## src/rtl/pmc_pkg.sv

```systemverilog
package pmc_pkg;

  typedef enum logic [3:0] {
    ST_ACTIVE   = 4'd0,
    ST_SLEEP    = 4'd1,
    ST_ENT_GATE = 4'd2,
    ST_ENT_ISO  = 4'd3,
    ST_DEEP     = 4'd4,
    ST_X_SYNTH  = 4'd5,
    ST_X_CLK    = 4'd6,
    ST_X_PWR    = 4'd7,
    ST_X_REL    = 4'd8
  } pmc_state_e;

  typedef enum logic [1:0] {
    CK_FAST = 2'd0,
    CK_HALF = 2'd1,
    CK_SLOW = 2'd2
  } aon_clk_e;

  typedef struct packed {
    logic     core_clk_en;
    aon_clk_e clk_sel;
    logic     synth_en;
    logic     pwr_sw_en;
    logic     rbb_en;
    logic     core_iso;
    logic     core_rst;
  } pmc_ctl_t;

  // Remaining cycles of the duty period once the active cycles are taken out.
  function automatic logic [31:0] idle_estimate(input logic [31:0] period,
                                                input logic [31:0] active);
    return (period > active) ? (period - active) : 32'd0;
  endfunction

  // Power gating only pays off when idle time is strictly above the threshold.
  function automatic logic pick_deep(input logic [31:0] idle,
                                     input logic [31:0] thr);
    return idle > thr;
  endfunction

  // Control outputs for each state.
  function automatic pmc_ctl_t ctl_for(input pmc_state_e st);
    pmc_ctl_t c;
    c = '{core_clk_en: 1'b0, clk_sel: CK_FAST, synth_en: 1'b1, pwr_sw_en: 1'b1,
          rbb_en: 1'b0, core_iso: 1'b0, core_rst: 1'b0};
    case (st)
      ST_ACTIVE:   c.core_clk_en = 1'b1;
      ST_SLEEP:    begin c.clk_sel = CK_HALF; c.rbb_en = 1'b1; end
      ST_ENT_GATE: ;
      ST_ENT_ISO:  c.core_iso = 1'b1;
      ST_DEEP:     begin
        c.clk_sel = CK_SLOW; c.synth_en = 1'b0; c.pwr_sw_en = 1'b0;
        c.rbb_en = 1'b1; c.core_iso = 1'b1; c.core_rst = 1'b1;
      end
      ST_X_SYNTH:  begin
        c.clk_sel = CK_SLOW; c.pwr_sw_en = 1'b0;
        c.rbb_en = 1'b1; c.core_iso = 1'b1; c.core_rst = 1'b1;
      end
      ST_X_CLK:    begin c.pwr_sw_en = 1'b0; c.core_iso = 1'b1; c.core_rst = 1'b1; end
      ST_X_PWR:    begin c.core_iso = 1'b1; c.core_rst = 1'b1; end
      ST_X_REL:    ;
      default:     c.core_clk_en = 1'b1;
    endcase
    return c;
  endfunction

endpackage

```

## src/rtl/pmc_cfg_regs.sv

```systemverilog
module pmc_cfg_regs #(
  parameter int CW      = 12,
  parameter int THR_RST = 55,
  parameter int PER_RST = 1024
) (
  input  logic          clk,
  input  logic          rst_n,
  input  logic          thr_we,
  input  logic          per_we,
  input  logic [CW-1:0] wdata,
  output logic [CW-1:0] thr_q,
  output logic [CW-1:0] per_q
);

  always_ff @(posedge clk) begin
    if (!rst_n) begin
      thr_q <= CW'(THR_RST);
      per_q <= CW'(PER_RST);
    end else begin
      if (thr_we) thr_q <= wdata;
      if (per_we) per_q <= wdata;
    end
  end

  // a period write lands on the very next edge
  a_r5_per_load: assert property (@(posedge clk) disable iff (!rst_n)
    per_we |=> (per_q == $past(wdata)))
    else $error("period write not applied");

endmodule

```

## src/rtl/pmc_duty_meter.sv

```systemverilog
module pmc_duty_meter #(
  parameter int CW = 12
) (
  input  logic          clk,
  input  logic          rst_n,
  input  logic          clr,
  input  logic          active,
  input  logic [CW-1:0] period,
  output logic [CW-1:0] idle_est
);

  logic [CW-1:0] pos_cnt;
  logic [CW-1:0] act_cnt;
  logic [CW-1:0] last_pos;
  logic          period_end;

  assign last_pos   = (period == '0) ? '0 : period - CW'(1);
  assign period_end = (pos_cnt >= last_pos);

  always_ff @(posedge clk) begin
    if (!rst_n || clr) begin
      pos_cnt <= '0;
      act_cnt <= '0;
    end else if (period_end) begin
      pos_cnt <= '0;
      act_cnt <= '0;
    end else begin
      pos_cnt <= pos_cnt + CW'(1);
      act_cnt <= act_cnt + CW'(active);
    end
  end

  assign idle_est = CW'(pmc_pkg::idle_estimate(32'(period), 32'(act_cnt)));

  // active cycles can never outrun elapsed cycles of the period
  a_r4_act_bounded: assert property (@(posedge clk) disable iff (!rst_n)
    act_cnt <= pos_cnt)
    else $error("active count exceeds period position");

  // the window restarts after its last cycle
  a_r4_wrap: assert property (@(posedge clk) disable iff (!rst_n)
    (period_end && !clr) |=> (act_cnt == '0))
    else $error("active count not cleared at period end");

endmodule

```

## src/rtl/pmc_wake_gate.sv

```systemverilog
module pmc_wake_gate #(
  parameter int NEV = 4
) (
  input  logic [NEV-1:0] evt,
  input  logic [NEV-1:0] mask,
  output logic           wake_hit
);

  logic [NEV-1:0] live;

  for (genvar i = 0; i < NEV; i++) begin : g_ev
    assign live[i] = evt[i] & mask[i];
  end

  assign wake_hit = |live;

  // a hit requires at least one enabled event bit
  always_comb begin
    a_r9_mask_gate: assert (!wake_hit || ((evt & mask) != '0))
      else $error("wake without enabled event");
  end

endmodule

```

## src/rtl/pmc_sequencer.sv

```systemverilog
module pmc_sequencer
  import pmc_pkg::*;
#(
  parameter int PWR_WAIT = 2
) (
  input  logic     clk,
  input  logic     rst_n,
  input  logic     wfi_req,
  input  logic     wake,
  input  logic     go_deep,
  output pmc_ctl_t ctl
);

  localparam int WW = (PWR_WAIT < 2) ? 1 : $clog2(PWR_WAIT);

  pmc_state_e    state, state_nx;
  logic [WW-1:0] wait_cnt;
  logic          wait_done;
  logic          sleep_take;
  logic          entry_abort;

  assign wait_done   = (wait_cnt == '0);
  assign sleep_take  = wfi_req && !wake;
  assign entry_abort = wake && (state == ST_ENT_GATE || state == ST_ENT_ISO);

  always_comb begin
    state_nx = state;
    case (state)
      ST_ACTIVE:   if (sleep_take) state_nx = go_deep ? ST_ENT_GATE : ST_SLEEP;
      ST_SLEEP:    if (wake) state_nx = ST_ACTIVE;
      ST_ENT_GATE: state_nx = wake ? ST_ACTIVE : ST_ENT_ISO;
      ST_ENT_ISO:  state_nx = wake ? ST_ACTIVE : ST_DEEP;
      ST_DEEP:     if (wake) state_nx = ST_X_SYNTH;
      ST_X_SYNTH:  state_nx = ST_X_CLK;
      ST_X_CLK:    state_nx = ST_X_PWR;
      ST_X_PWR:    if (wait_done) state_nx = ST_X_REL;
      ST_X_REL:    state_nx = ST_ACTIVE;
      default:     state_nx = ST_ACTIVE;
    endcase
  end

  always_ff @(posedge clk) begin
    if (!rst_n) begin
      state    <= ST_ACTIVE;
      wait_cnt <= '0;
    end else begin
      state <= state_nx;
      if (state == ST_X_CLK)
        wait_cnt <= WW'(PWR_WAIT - 1);
      else if (state == ST_X_PWR && !wait_done)
        wait_cnt <= wait_cnt - WW'(1);
    end
  end

  assign ctl = ctl_for(state);

  // whenever power is off the core is isolated, held in reset and gated
  a_r3_off_safe: assert property (@(posedge clk) disable iff (!rst_n)
    !ctl.pwr_sw_en |-> (ctl.core_iso && ctl.core_rst && !ctl.core_clk_en))
    else $error("power off without isolation");

  // wake during entry returns to ACTIVE with power kept
  a_r8_abort: assert property (@(posedge clk) disable iff (!rst_n)
    entry_abort |=> (state == ST_ACTIVE && ctl.pwr_sw_en))
    else $error("entry not aborted");

  // a pending wake wins over a simultaneous request
  a_r10_wfi_vs_wake: assert property (@(posedge clk) disable iff (!rst_n)
    (state == ST_ACTIVE && wfi_req && wake) |=> (state == ST_ACTIVE))
    else $error("sleep taken with wake pending");

  // wake in SLEEP ungates on the next edge
  a_r6_sleep_wake: assert property (@(posedge clk) disable iff (!rst_n)
    (state == ST_SLEEP && wake) |=> ctl.core_clk_en)
    else $error("slow wake from sleep");

  // reset is released only with power on and the clock still gated
  a_r7_release: assert property (@(posedge clk) disable iff (!rst_n)
    $fell(ctl.core_rst) |-> (ctl.pwr_sw_en && !ctl.core_clk_en && ctl.synth_en))
    else $error("reset released out of order");

  // core clock returns only with power on and reset released
  a_r7_ungate: assert property (@(posedge clk) disable iff (!rst_n)
    $rose(ctl.core_clk_en) |-> (ctl.pwr_sw_en && !ctl.core_rst && !ctl.core_iso))
    else $error("clock ungated too early");

endmodule

```

## src/rtl/pmc_top.sv

```systemverilog
module pmc_top #(
  parameter int NEV      = 4,
  parameter int CW       = 12,
  parameter int THR_RST  = 55,
  parameter int PER_RST  = 1024,
  parameter int PWR_WAIT = 2
) (
  input  logic           clk,
  input  logic           rst_n,
  input  logic           wfi_req,
  input  logic [NEV-1:0] wake_evt,
  input  logic [NEV-1:0] wake_mask,
  input  logic           cfg_thr_we,
  input  logic           cfg_per_we,
  input  logic [CW-1:0]  cfg_wdata,
  output logic           core_clk_en,
  output logic [1:0]     aon_clk_sel,
  output logic           synth_en,
  output logic           pwr_sw_en,
  output logic           rbb_en,
  output logic           core_iso,
  output logic           core_rst
);

  import pmc_pkg::*;

  logic [CW-1:0] thr_q;
  logic [CW-1:0] per_q;
  logic [CW-1:0] idle_est;
  logic          wake_hit;
  logic          go_deep;
  pmc_ctl_t      ctl;

  pmc_cfg_regs #(.CW(CW), .THR_RST(THR_RST), .PER_RST(PER_RST)) u_cfg (
    .clk(clk), .rst_n(rst_n), .thr_we(cfg_thr_we), .per_we(cfg_per_we),
    .wdata(cfg_wdata), .thr_q(thr_q), .per_q(per_q));

  pmc_duty_meter #(.CW(CW)) u_meter (
    .clk(clk), .rst_n(rst_n), .clr(cfg_per_we), .active(ctl.core_clk_en),
    .period(per_q), .idle_est(idle_est));

  pmc_wake_gate #(.NEV(NEV)) u_wake (
    .evt(wake_evt), .mask(wake_mask), .wake_hit(wake_hit));

  assign go_deep = pick_deep(32'(idle_est), 32'(thr_q));

  pmc_sequencer #(.PWR_WAIT(PWR_WAIT)) u_seq (
    .clk(clk), .rst_n(rst_n), .wfi_req(wfi_req), .wake(wake_hit),
    .go_deep(go_deep), .ctl(ctl));

  assign core_clk_en = ctl.core_clk_en;
  assign aon_clk_sel = ctl.clk_sel;
  assign synth_en    = ctl.synth_en;
  assign pwr_sw_en   = ctl.pwr_sw_en;
  assign rbb_en      = ctl.rbb_en;
  assign core_iso    = ctl.core_iso;
  assign core_rst    = ctl.core_rst;

  // when the core is gated but powered, synthesizer stays on
  a_r2_sleep_synth: assert property (@(posedge clk) disable iff (!rst_n)
    (aon_clk_sel == 2'd1) |-> (synth_en && pwr_sw_en && rbb_en && !core_clk_en))
    else $error("half-rate clock outside sleep");

endmodule

```

## config.mk

```make
export PLATFORM = sky130hd
export DESIGN_NAME = pmc_top
export DESIGN_NICKNAME = d
export VERILOG_FILES = /design/src/rtl/pmc_pkg.sv /design/src/rtl/pmc_cfg_regs.sv /design/src/rtl/pmc_duty_meter.sv /design/src/rtl/pmc_wake_gate.sv /design/src/rtl/pmc_sequencer.sv /design/src/rtl/pmc_top.sv
export SDC_FILE = /design/constraint.sdc
export NUM_CORES = 1
export LEC_CHECK = 0
export ABC_CLOCK_PERIOD_IN_PS = 8100
export CORE_MARGIN = 2
export CORE_UTILIZATION = 57
export CTS_CLUSTER_DIAMETER = 60
export DETAILED_ROUTE_END_ITERATION = 12
export GPL_ROUTABILITY_DRIVEN = 0
export PLACE_DENSITY = 0.77
export SLEW_MARGIN = 20
export SYNTH_ARGS = -nofsm -noshare
export SYNTH_HDL_FRONTEND = slang
export SYNTH_SLANG_ARGS = --single-unit
```

## constraint.sdc

```tcl
create_clock -name clk -period 8.1 [get_ports clk]
set_input_delay 0.81 -clock clk [delete_from_list [all_inputs] [get_ports clk]]
set_output_delay 0.81 -clock clk [all_outputs]
set_load 0.01 [all_outputs]
```

==> results of run 1 <==
## worst paths after layout
check                                                   start                       endpoint  slack [ps]
worst min register to register  u_meter.pos_cnt[0]$_SDFF_PP0_  u_meter.pos_cnt[0]$_SDFF_PP0_         490
worst max-delay path              u_cfg.per_q[0]$_SDFFE_PN0P_    u_seq.state[0]$_SDFFE_PN0P_        3980
worst min-delay path            u_meter.pos_cnt[0]$_SDFF_PP0_  u_meter.pos_cnt[0]$_SDFF_PP0_         490
worst max register to register    u_cfg.per_q[0]$_SDFFE_PN0P_    u_seq.state[0]$_SDFFE_PN0P_        3980
## state kept, by name, summed over array words and instances (netlist names)
register,flops
u_meter.act_cnt,12
u_meter.pos_cnt,12
u_cfg.thr_q,12
u_seq.wait_cnt,1
u_seq.state,4
u_cfg.per_q,12
## layout make-up
cell class,count,area [um2],share of cell area
Clock buffer,5,68.8,0.0170
Tap cell,75,93.8,0.0231
Inverter,36,135,0.0333
Multi-Input combinational cell,339,2310,0.568
Clock inverter,3,65.1,0.0160
Timing Repair Buffer,33,328,0.0808
Sequential cell,53,1060,0.261
## through the flow
step	instance area [um2]	utilization	cells
after floorplan	3570	-	442
after CTS	4060	0.678	544
final	4060	0.678	544
after global placement	3930	0.655	536
after global routing	4060	0.678	544
after detailed placement	3930	0.655	536
## worst max-delay path: cells and delay by family (launching register included)
family	cells	cell delay (ps)
AO/OA/AOI/OAI	9	1980
adder cells (fa/ha/maj)	3	880
buffers and inverters	1	110
flip-flops	1	400
AND/OR/NAND/NOR	3	680
## cell families (layout without fill, tap and decap cells)
kind of cell,Yosys count,after routing,synth area share
AOI/OAI and AO/OA,74,74,0.140
xor gates and xnor gates,32,32,0.0786
adders and majority gates,41,41,0.146
buffers and inverters,50,77,0.0558
DFF,53,53,0.297
muxes,21,21,0.0589
and+or+nand+nor,171,171,0.223
## power by group through the flow
stage / combinational (uW) / sequential, uW / clock, uW
2_1_floorplan: 207 / 290 / 0
3_3_place_gp: 257 / 305 / 0
3_5_place_dp: 265 / 306 / 0
4_1_cts: 269 / 301 / 214
5_1_grt: 305 / 304 / 228
6_report: 272 / 301 / 210
## routing by layer
layer,up-vias,global-route usage
li1,1591,-
met1,1402,0.333
met2,117,0.391
met3,13,0.0408
met4,0,0.0820
met5,-,0
## cells in the final DEF, fill, tap and decap left out, types with 7 or more instances in the layout
cell,count
xnor2_1,19
o21ai_0,8
a21o_1,10
nor2_1,69
a21oi_1,19
nand2_1,34
nand3_1,21
inv_1,36
clkdlybuf4s50_1,32
nand4_1,7
ha_1,40
mux2i_1,21
dfxtp_1,53
nor3_1,9
xor2_1,13
==> flow_summary_export.csv, run 1 <==
group,metric,value,unit
status,status,"complete, no violations",
cts,numCtsBuffers,5,
sta,finalHoldViolations,0,
sta,period_share,0.508,
routing,wirelength_met1,3840,um
logic_synthesis,synth-seq-area-share,0.297,
cts,cts_hold_buffers,0,
cts,post_cts_buffers,0,
logic_synthesis,ys.warnings.count,0,
critical_path,crit_fanout,11,
power_and_ir_drop,ir_worst_vdd,161,uV
global_routing,grt_usage,0.244,
floorplanning,die_w,83.1,um
routing,wl_met3,424,um
placement,io_buffers,32,
cts,clk_latency,310,ps
routing,drtAntennaViolNets,0,
sta,fin_setup_tns,0,ps
routing,drt_wl_total,8070,um
cts,h-tree-depth,2,
logic_synthesis,synth_top_area_share,0.297,
cells_and_area,antenna_cells,0,
critical_path,cp-end-kind,"flip-flop",
logic_synthesis,synth_cell_type_count,50,
cts,cts_tree,"built",
routing,top_layer,"met4",
critical_path,slowest_delay,400,ps
logic_synthesis,synth_nets,508,
floorplanning,initial_utilization,0.595,
critical_path,crit_type,"reg -> reg",
cells_and_area,fillers,486,
sta,rsz0062_at_grt,"false",
global_routing,antenna_found_initial,0,
global_routing,grt_pass1_vias,2992,
logic_synthesis,syn_area_per_cell,8.07,um2
critical_path,cp_data_required_time,8330,ps
power_and_ir_drop,p_int,527,uW
critical_path,worst_path_max_delay_cell,"dfxtp_1",
flow_run,maxCapViolCount,0,
routing,drcViolationCount,0,
global_routing,grt_max_degree,25,
sta,min_period,4120,ps
sta,setup_slack,3980,ps
cts,clkSinkCount,53,
sta,whs,494,ps
power_and_ir_drop,p_sw_frac,0.327,
hold_path,hold_depth,1,
routing,dr.pass1.iters,4,
cts,root_buffer,"clkbuf_8",
logic_synthesis,netlist_top_cells_area,"dfxtp_1 30%, ha_1 14%, nor2_1 7.3%",
sta,skew,4.61,ps
power_and_ir_drop,p_seq_frac,0.385,
sta,final_max_slew_viol_count,0,
logic_synthesis,synth_cells,442,
logic_synthesis,synth_common_cells,"69 x nor2_1, 53 x dfxtp_1, 40 x ha_1, 36 x inv_1, 34 x nand2_1",
floorplanning,ios,33,
placement,place_ws,4110,ps
critical_path,cp.arrival,4350,ps
logic_synthesis,yosysMostFrequentCell,"nor2_1",
power_and_ir_drop,p_comb_frac,0.347,
cells_and_area,fin_nets,534,
routing,vias,3123,
power_and_ir_drop,power,783,uW
routing,met2_length,3610,um
logic_synthesis,ys_ff_latch,53,
sta,fmax,243,MHz
critical_path,crit_top_cell,"a21oi_1",
power_and_ir_drop,p_per_area,193,nW/um2
logic_synthesis,synth_area,3570,um2
logic_synthesis,synth-edff-count,0,
floorplanning,dieHeight,83.1,um
power_and_ir_drop,p_switching,256,uW
global_routing,gr-total-overflow,0,
sta,max_slew.worst_pin.slew,802,ps
sta,max_slew_margin,0.464,
placement,dp_hpwl,6200,um
cts,clockBufferDepth,2,
critical_path,path_cells,"inv_1 -> ha_1 -> fa_1 -> and2b_1 -> o21ai_1 -> a21o_1 -> a211o_1 -> a31o_1 -> nor3b_2 -> ha_1 -> a21oi_1 -> o21ai_0 -> a2111oi_0 -> a21oi_1 -> nand3b_1 -> a21oi_1",
sta,final-setup-viol-count,0,
routing,drt_first_iter_violations,209,
hold_path,hold_class,"reg -> reg",
cts,post_cts_resized,0,
critical_path,rr_worst_depth,16,
logic_synthesis,synth-async-reset-ratio,0,
cts,path_clk_slew,90,ps
floorplanning,die_area,6910,um2
cells_and_area,final_layout_size_suffix_gt1_frac,0.0384,
floorplanning,core,5990,um2
critical_path,start_kind,"flip-flop",
routing,wl_per_cell,14.8,um
logic_synthesis,synth.largest_area_cell,"dfxtp_1",
logic_synthesis,synthFlopType,"dfxtp_1",
routing,viasPerCell,5.74,
power_and_ir_drop,leakagePower,0.00178,uW
floorplanning,placementRows,28,
global_routing,grt_pass1_wl,13900,um
cells_and_area,syn2layout_area_growth,13.8,%
power_and_ir_drop,clock_power_share,0.268,
Note: power is estimated with default switching activity, not from simulation.
==> run 2, diff against run 1 <==
--- a/config.mk
+++ b/config.mk
@@ -5,13 +5,13 @@
 export SDC_FILE = /design/constraint.sdc
 export NUM_CORES = 1
 export LEC_CHECK = 0
-export ABC_CLOCK_PERIOD_IN_PS = 8100
+export ABC_CLOCK_PERIOD_IN_PS = 3600
 export CORE_MARGIN = 2
-export CORE_UTILIZATION = 57
+export CORE_UTILIZATION = 52
 export CTS_CLUSTER_DIAMETER = 60
 export DETAILED_ROUTE_END_ITERATION = 12
 export GPL_ROUTABILITY_DRIVEN = 0
-export PLACE_DENSITY = 0.77
+export PLACE_DENSITY = 0.74
 export SLEW_MARGIN = 20
 export SYNTH_ARGS = -nofsm -noshare
 export SYNTH_HDL_FRONTEND = slang
==> constraint.sdc (replaced) <==
create_clock -name clk -period 3.6 [get_ports clk]
set_input_delay 0.36 -clock clk [delete_from_list [all_inputs] [get_ports clk]]
set_output_delay 0.36 -clock clk [all_outputs]
set_load 0.01 [all_outputs]
==> flow_summary_export.csv, run 2 (synthesis results as in run 1) <==
group,metric,value,unit
status,status,"complete, no violations",
placement,post_dp_cell_area,4040,um2
global_routing,grt_usage,0.228,
sta,setup_slack,73.1,ps
floorplanning,die_w,86.8,um
cells_and_area,fin_nets,553,
cts,cts_tree,"built",
cts,numCtsBuffers,5,
cts,clockBufferDepth,2,
critical_path,rr_worst_depth,16,
sta,skew,9.72,ps
power_and_ir_drop,leakagePower,0.00188,uW
critical_path,crit_type,"reg -> reg",
power_and_ir_drop,power,1810,uW
critical_path,r2r-start,"u_cfg.per_q[0]$_SDFFE_PN0P_",
routing,viasPerCell,5.65,
critical_path,crit_end,"u_seq.state[0]$_SDFFE_PN0P_",
cells_and_area,mostFrequentLayoutCells,"69 x nor2_1, 52 x dfxtp_1, 38 x ha_1",
sta,max_slew_margin,0.484,
cells_and_area,final_layout_size_suffix_gt1_frac,0.100,
placement,dp_hpwl,6610,um
routing,drcViolationCount,0,
sta,min_period,3530,ps
sta,fmax,284,MHz
floorplanning,placementRows,30,
routing,drtAntennaViolNets,0,
global_routing,grt_max_degree,23,
floorplanning,ios,33,
critical_path,rrSetupSlack,70,ps
floorplanning,initial_utilization,0.531,
cells_and_area,syn2layout_area_growth,19.9,%
placement,io_buffers,32,
critical_path,crit_fanout,4,
critical_path,worst_path_max_delay_cell,"fa_2",
cells_and_area,final_common_cell,"nor2_1",
floorplanning,die_area,7540,um2
floorplanning,core,6720,um2
critical_path,crit-reg2reg-capture,"u_seq.state[0]$_SDFFE_PN0P_",
global_routing,grt_pass1_wl,13500,um
global_routing,antenna_found_initial,0,
sta,period_share,0.980,
global_routing,grt_pass1_vias,2956,
hold_path,hold_class,"reg -> reg",
routing,dr.pass1.iters,5,
global_routing,gr-total-overflow,0,
sta,max_slew.worst_pin.slew,771,ps
sta,final-setup-viol-count,0,
routing,drt_first_iter_violations,185,
sta,rsz0062_at_grt,"true",
flow_run,maxCapViolCount,0,
critical_path,start_kind,"flip-flop",
critical_path,path_cells,"inv_2 -> ha_4 -> fa_2 -> and2b_1 -> o21ai_2 -> a21o_1 -> a211o_1 -> a31o_4 -> nor3b_2 -> ha_1 -> a21oi_2 -> o21ai_2 -> a2111oi_4 -> a21oi_2 -> nand3b_1 -> a21oi_1",
cts,h-tree-depth,2,
cts,path_clk_slew,100,ps
sta,final_max_slew_viol_count,0,
critical_path,cp.arrival,3770,ps
critical_path,cp-end-kind,"flip-flop",
routing,wl_per_cell,14.7,um
routing,vias,3209,
critical_path,crit_start,"u_cfg.per_q[0]$_SDFFE_PN0P_",
power_and_ir_drop,ir_worst_vdd,320,uV
critical_path,slowest_delay,380,ps
critical_path,cp_data_required_time,3850,ps
sta,finalHoldViolations,0,
routing,drt_wl_total,8350,um
cells_and_area,fillers,572,
placement,place_ws,-129,ps
cts,root_buffer,"clkbuf_8",
floorplanning,dieHeight,86.8,um
cells_and_area,finalInstanceArea,4280,um2
cells_and_area,antenna_cells,0,
power_and_ir_drop,p_per_area,425,nW/um2
cts,clk_latency,310,ps
cts,clkSinkCount,53,
-- run 2: cell count changes in the layout (fill, tap and decap cells not counted), sizes merged --
cell / before / now
buf: 1 / 20
bufinv: 2 / 1
clkbuf: 5 / 6
clkinv: 1 / 0
clkinvlp: 0 / 1
-- run 2: metrics by stage --
| stage | utilization | setup TNS, ps | hold WS, ps | std cells |
|---|---|---|---|---|
| after floorplan | - | 0 | 441 | 442 |
| after global placement | 0.602 | 0 | 459 | 556 |
| after detailed placement | 0.602 | -231 | 478 | 556 |
| after CTS | 0.624 | 0 | 501 | 565 |
| after global routing | 0.636 | -49.4 | 533 | 568 |
| final | 0.636 | 0 | 494 | 568 |
-- run 2: metal layers --
layer	part of all wire	vias up	global-route usage
li1	-	1619	-
met1	0.46	1501	0.308
met2	0.47	76	0.373
met3	0.041	13	0.0314
met4	0.024	0	0.0795
met5	0	-	0
-- run 2: how the worst min path moves through the flow --
stage / cells past startpoint / startpoint / endpoint / slack (ps)
floorplan: 1 / u_meter.pos_cnt[0]$_SDFF_PP0_ / u_meter.pos_cnt[0]$_SDFF_PP0_ / 440
global placement: 1 / u_meter.pos_cnt[0]$_SDFF_PP0_ / u_meter.pos_cnt[0]$_SDFF_PP0_ / 460
detailed placement: 1 / u_meter.pos_cnt[0]$_SDFF_PP0_ / u_meter.pos_cnt[0]$_SDFF_PP0_ / 480
CTS: 1 / u_meter.pos_cnt[0]$_SDFF_PP0_ / u_meter.pos_cnt[0]$_SDFF_PP0_ / 500
global route: 1 / u_meter.pos_cnt[0]$_SDFF_PP0_ / u_meter.pos_cnt[0]$_SDFF_PP0_ / 530
finish: 1 / u_meter.pos_cnt[0]$_SDFF_PP0_ / u_meter.pos_cnt[0]$_SDFF_PP0_ / 490
-- run 2: report_power, final --
part / switching, uW / internal (uW)
logic: 359 / 350
registers: 53.0 / 620
clock network: 206 / 226
total: 618 / 1200
-- run 2: layout make-up --
type,instances,area [um2],area share
Clock buffer,6,82.6,0.0193
Clock inverter,2,37.5,0.00878
Inverter,36,135,0.0316
Multi-Input combinational cell,339,2380,0.558
Sequential cell,53,1060,0.248
Tap cell,80,100,0.0234
Timing Repair Buffer,52,474,0.111
-- run 2: critical path, delay by kind of cell, from the launching register on --
family / cells / cell delay, ps
buf+inv: 1 / 50
compound gates: 9 / 1670
fa+ha+maj: 3 / 820
simple gates: 3 / 570
flops: 1 / 350
-- run 2: what timing repair did --
action | in CTS | in global routing
hold buffers | 0 | 0
buffers inserted | 1 | 3
pin swaps | 8 | 16
resized for setup | 6 | 14
endpoints found under the setup margin | 2 | 2
==> run 3, diff against run 2 <==
--- a/config.mk
+++ b/config.mk
@@ -6,7 +6,7 @@
 export NUM_CORES = 1
 export LEC_CHECK = 0
 export ABC_CLOCK_PERIOD_IN_PS = 3600
-export CORE_MARGIN = 2
+export CORE_ASPECT_RATIO = 0.7
 export CORE_UTILIZATION = 52
 export CTS_CLUSTER_DIAMETER = 60
 export DETAILED_ROUTE_END_ITERATION = 12
==> flow_summary_export.csv, run 3 (synthesis results as in run 1) <==
group,metric,value,unit
cts,numCtsBuffers,5,
cells_and_area,syn2layout_area_growth,20.3,%
floorplanning,ios,33,
global_routing,grt_pass1_wl,14600,um
power_and_ir_drop,p_sw_frac,0.357,
cells_and_area,fin_nets,557,
cells_and_area,final_common_cell,"nor2_1",
floorplanning,placementRows,24,
flow_run,maxCapViolCount,0,
global_routing,grt_usage,0.261,
power_and_ir_drop,p_per_area,406,nW/um2
routing,drt_first_iter_violations,204,
routing,drcViolationCount,0,
global_routing,gr-total-overflow,0,
hold_path,hold_class,"reg -> reg",
power_and_ir_drop,p_comb_frac,0.426,
cells_and_area,final_layout_size_suffix_gt1_frac,0.112,
routing,wl_per_cell,15.2,um
routing,drt_wl_total,8860,um
cells_and_area,multi_input_area,2390,um2
floorplanning,core,6430,um2
cells_and_area,final_util,0.668,
critical_path,worst_path_max_delay_cell,"fa_2",
critical_path,path_cells,"inv_1 -> ha_2 -> fa_2 -> and2b_1 -> o21ai_1 -> a21o_1 -> a211o_1 -> a31o_1 -> buf_4 -> nor3_2 -> ha_1 -> a21oi_2 -> o21ai_2 -> a2111oi_4 -> a21oi_2 -> nand3b_1 -> a21oi_1",
critical_path,start_kind,"flip-flop",
sta,whs,488,ps
power_and_ir_drop,p_seq_frac,0.385,
critical_path,crit_top_cell,"a21oi_2",
cells_and_area,finalNonFillerCells,583,
cts,root_buffer,"clkbuf_8",
floorplanning,die_w,101,um
power_and_ir_drop,ir_worst_vdd,187,uV
cells_and_area,seq_area,1060,um2
cells_and_area,antenna_cells,0,
power_and_ir_drop,leakagePower,0.00188,uW
placement,dp_hpwl,6980,um
global_routing,grt_pass1_vias,3040,
power_and_ir_drop,p_int,1120,uW
sta,max_slew_margin,0.500,
sta,final-setup-viol-count,0,
critical_path,cp-end-kind,"flip-flop",
routing,vias,3272,
routing,drtAntennaViolNets,0,
cts,h-tree-depth,2,
sta,min_period,3430,ps
routing,viasPerCell,5.61,
sta,period_share,0.953,
power_and_ir_drop,clock_power_share,0.188,
cells_and_area,fillers,574,
power_and_ir_drop,power,1740,uW
cts,clkSinkCount,53,
sta,final_max_slew_viol_count,0,
critical_path,slowest_delay,340,ps
floorplanning,die_area,7200,um2
cts,clockBufferDepth,2,
floorplanning,dieHeight,71.3,um
floorplanning,initial_utilization,0.555,
sta,max_slew.worst_pin.slew,747,ps
cts,clk_latency,310,ps
placement,dp_cells,571,
critical_path,cp_data_required_time,3840,ps
routing,dr.pass1.iters,5,
critical_path,path_delay_family,"compound AO/OA/AOI/OAI gates",
sta,finalHoldViolations,0,
critical_path,cp.arrival,3670,ps
sta,fmax,292,MHz
placement,io_buffers,32,
sta,rsz0062_at_grt,"true",
sta,skew,11.0,ps
power_and_ir_drop,p_switching,622,uW
critical_path,crit_type,"reg -> reg",
sta,fin_setup_tns,0,ps
cts,cts_tree,"built",
critical_path,path_buf_inv,2,
cts,path_clk_slew,100,ps
cells_and_area,mostFrequentLayoutCells,"67 x nor2_1, 51 x dfxtp_1, 37 x ha_1",
global_routing,antenna_found_initial,0,
global_routing,grt_max_degree,25,
status,status,"complete, no violations",
critical_path,crit_fanout,3,
run 3: changes by cell type in the layout (fill, tap and decap cells not counted), sizes merged:
cell,delta
clkinv,+2
clkinvlp,-1
buf,+4
bufinv,-1
run 3: power by group through the flow:
stage / Combinational, uW / Sequential (uW) / Clock, uW
finish: 742 / 671 / 328
global route: 819 / 677 / 357
CTS: 673 / 668 / 338
detailed placement: 655 / 681 / 0
global placement: 631 / 679 / 0
floorplan: 467 / 652 / 0
run 3: cell type report:
class	instances	share of cell area
Timing Repair Buffer	56	0.118
Sequential cell	53	0.248
Tap cell	91	0.0265
Clock inverter	2	0.00233
Clock buffer	6	0.0169
Inverter	36	0.0315
Multi-Input combinational cell	339	0.557
run 3: final timing paths:
path                            startpoint                            end  slack, ps  cells after the start
min reg2reg  u_meter.pos_cnt[0]$_SDFF_PP0_  u_meter.pos_cnt[0]$_SDFF_PP0_        490                      1
min          u_meter.pos_cnt[0]$_SDFF_PP0_  u_meter.pos_cnt[0]$_SDFF_PP0_        490                      1
max reg2reg    u_cfg.per_q[0]$_SDFFE_PN0P_    u_seq.state[0]$_SDFFE_PN0P_        170                     17
max            u_cfg.per_q[0]$_SDFFE_PN0P_    u_seq.state[0]$_SDFFE_PN0P_        170                     17
run 3: repair_timing:
item / 4_1_cts / 5_1_grt
hold buffers: 0 / 0
endpoints found under the setup margin: 2 / 2
setup buffers: 1 / 3
pin swaps: 7 / 13
gates resized for setup: 5 / 15
cloned: 0 / 0
endpoints found under the hold margin: 0 / 0
run 3: through the flow:
step | cell area [um2] | setup slack (ps)
after floorplan | 3570 | 24.3
after global placement | 4090 | 8.57
after detailed placement | 4090 | -158
after CTS | 4190 | 4.35
after global routing | 4290 | -30.5
final | 4290 | 170
run 3: per-layer routing:
layer	GRT usage	share of wire	routed length (um)
met5	0	0	0
met4	0.0451	0.0046	41
met3	0.0517	0.073	648
met2	0.387	0.40	3580
met1	0.395	0.52	4590
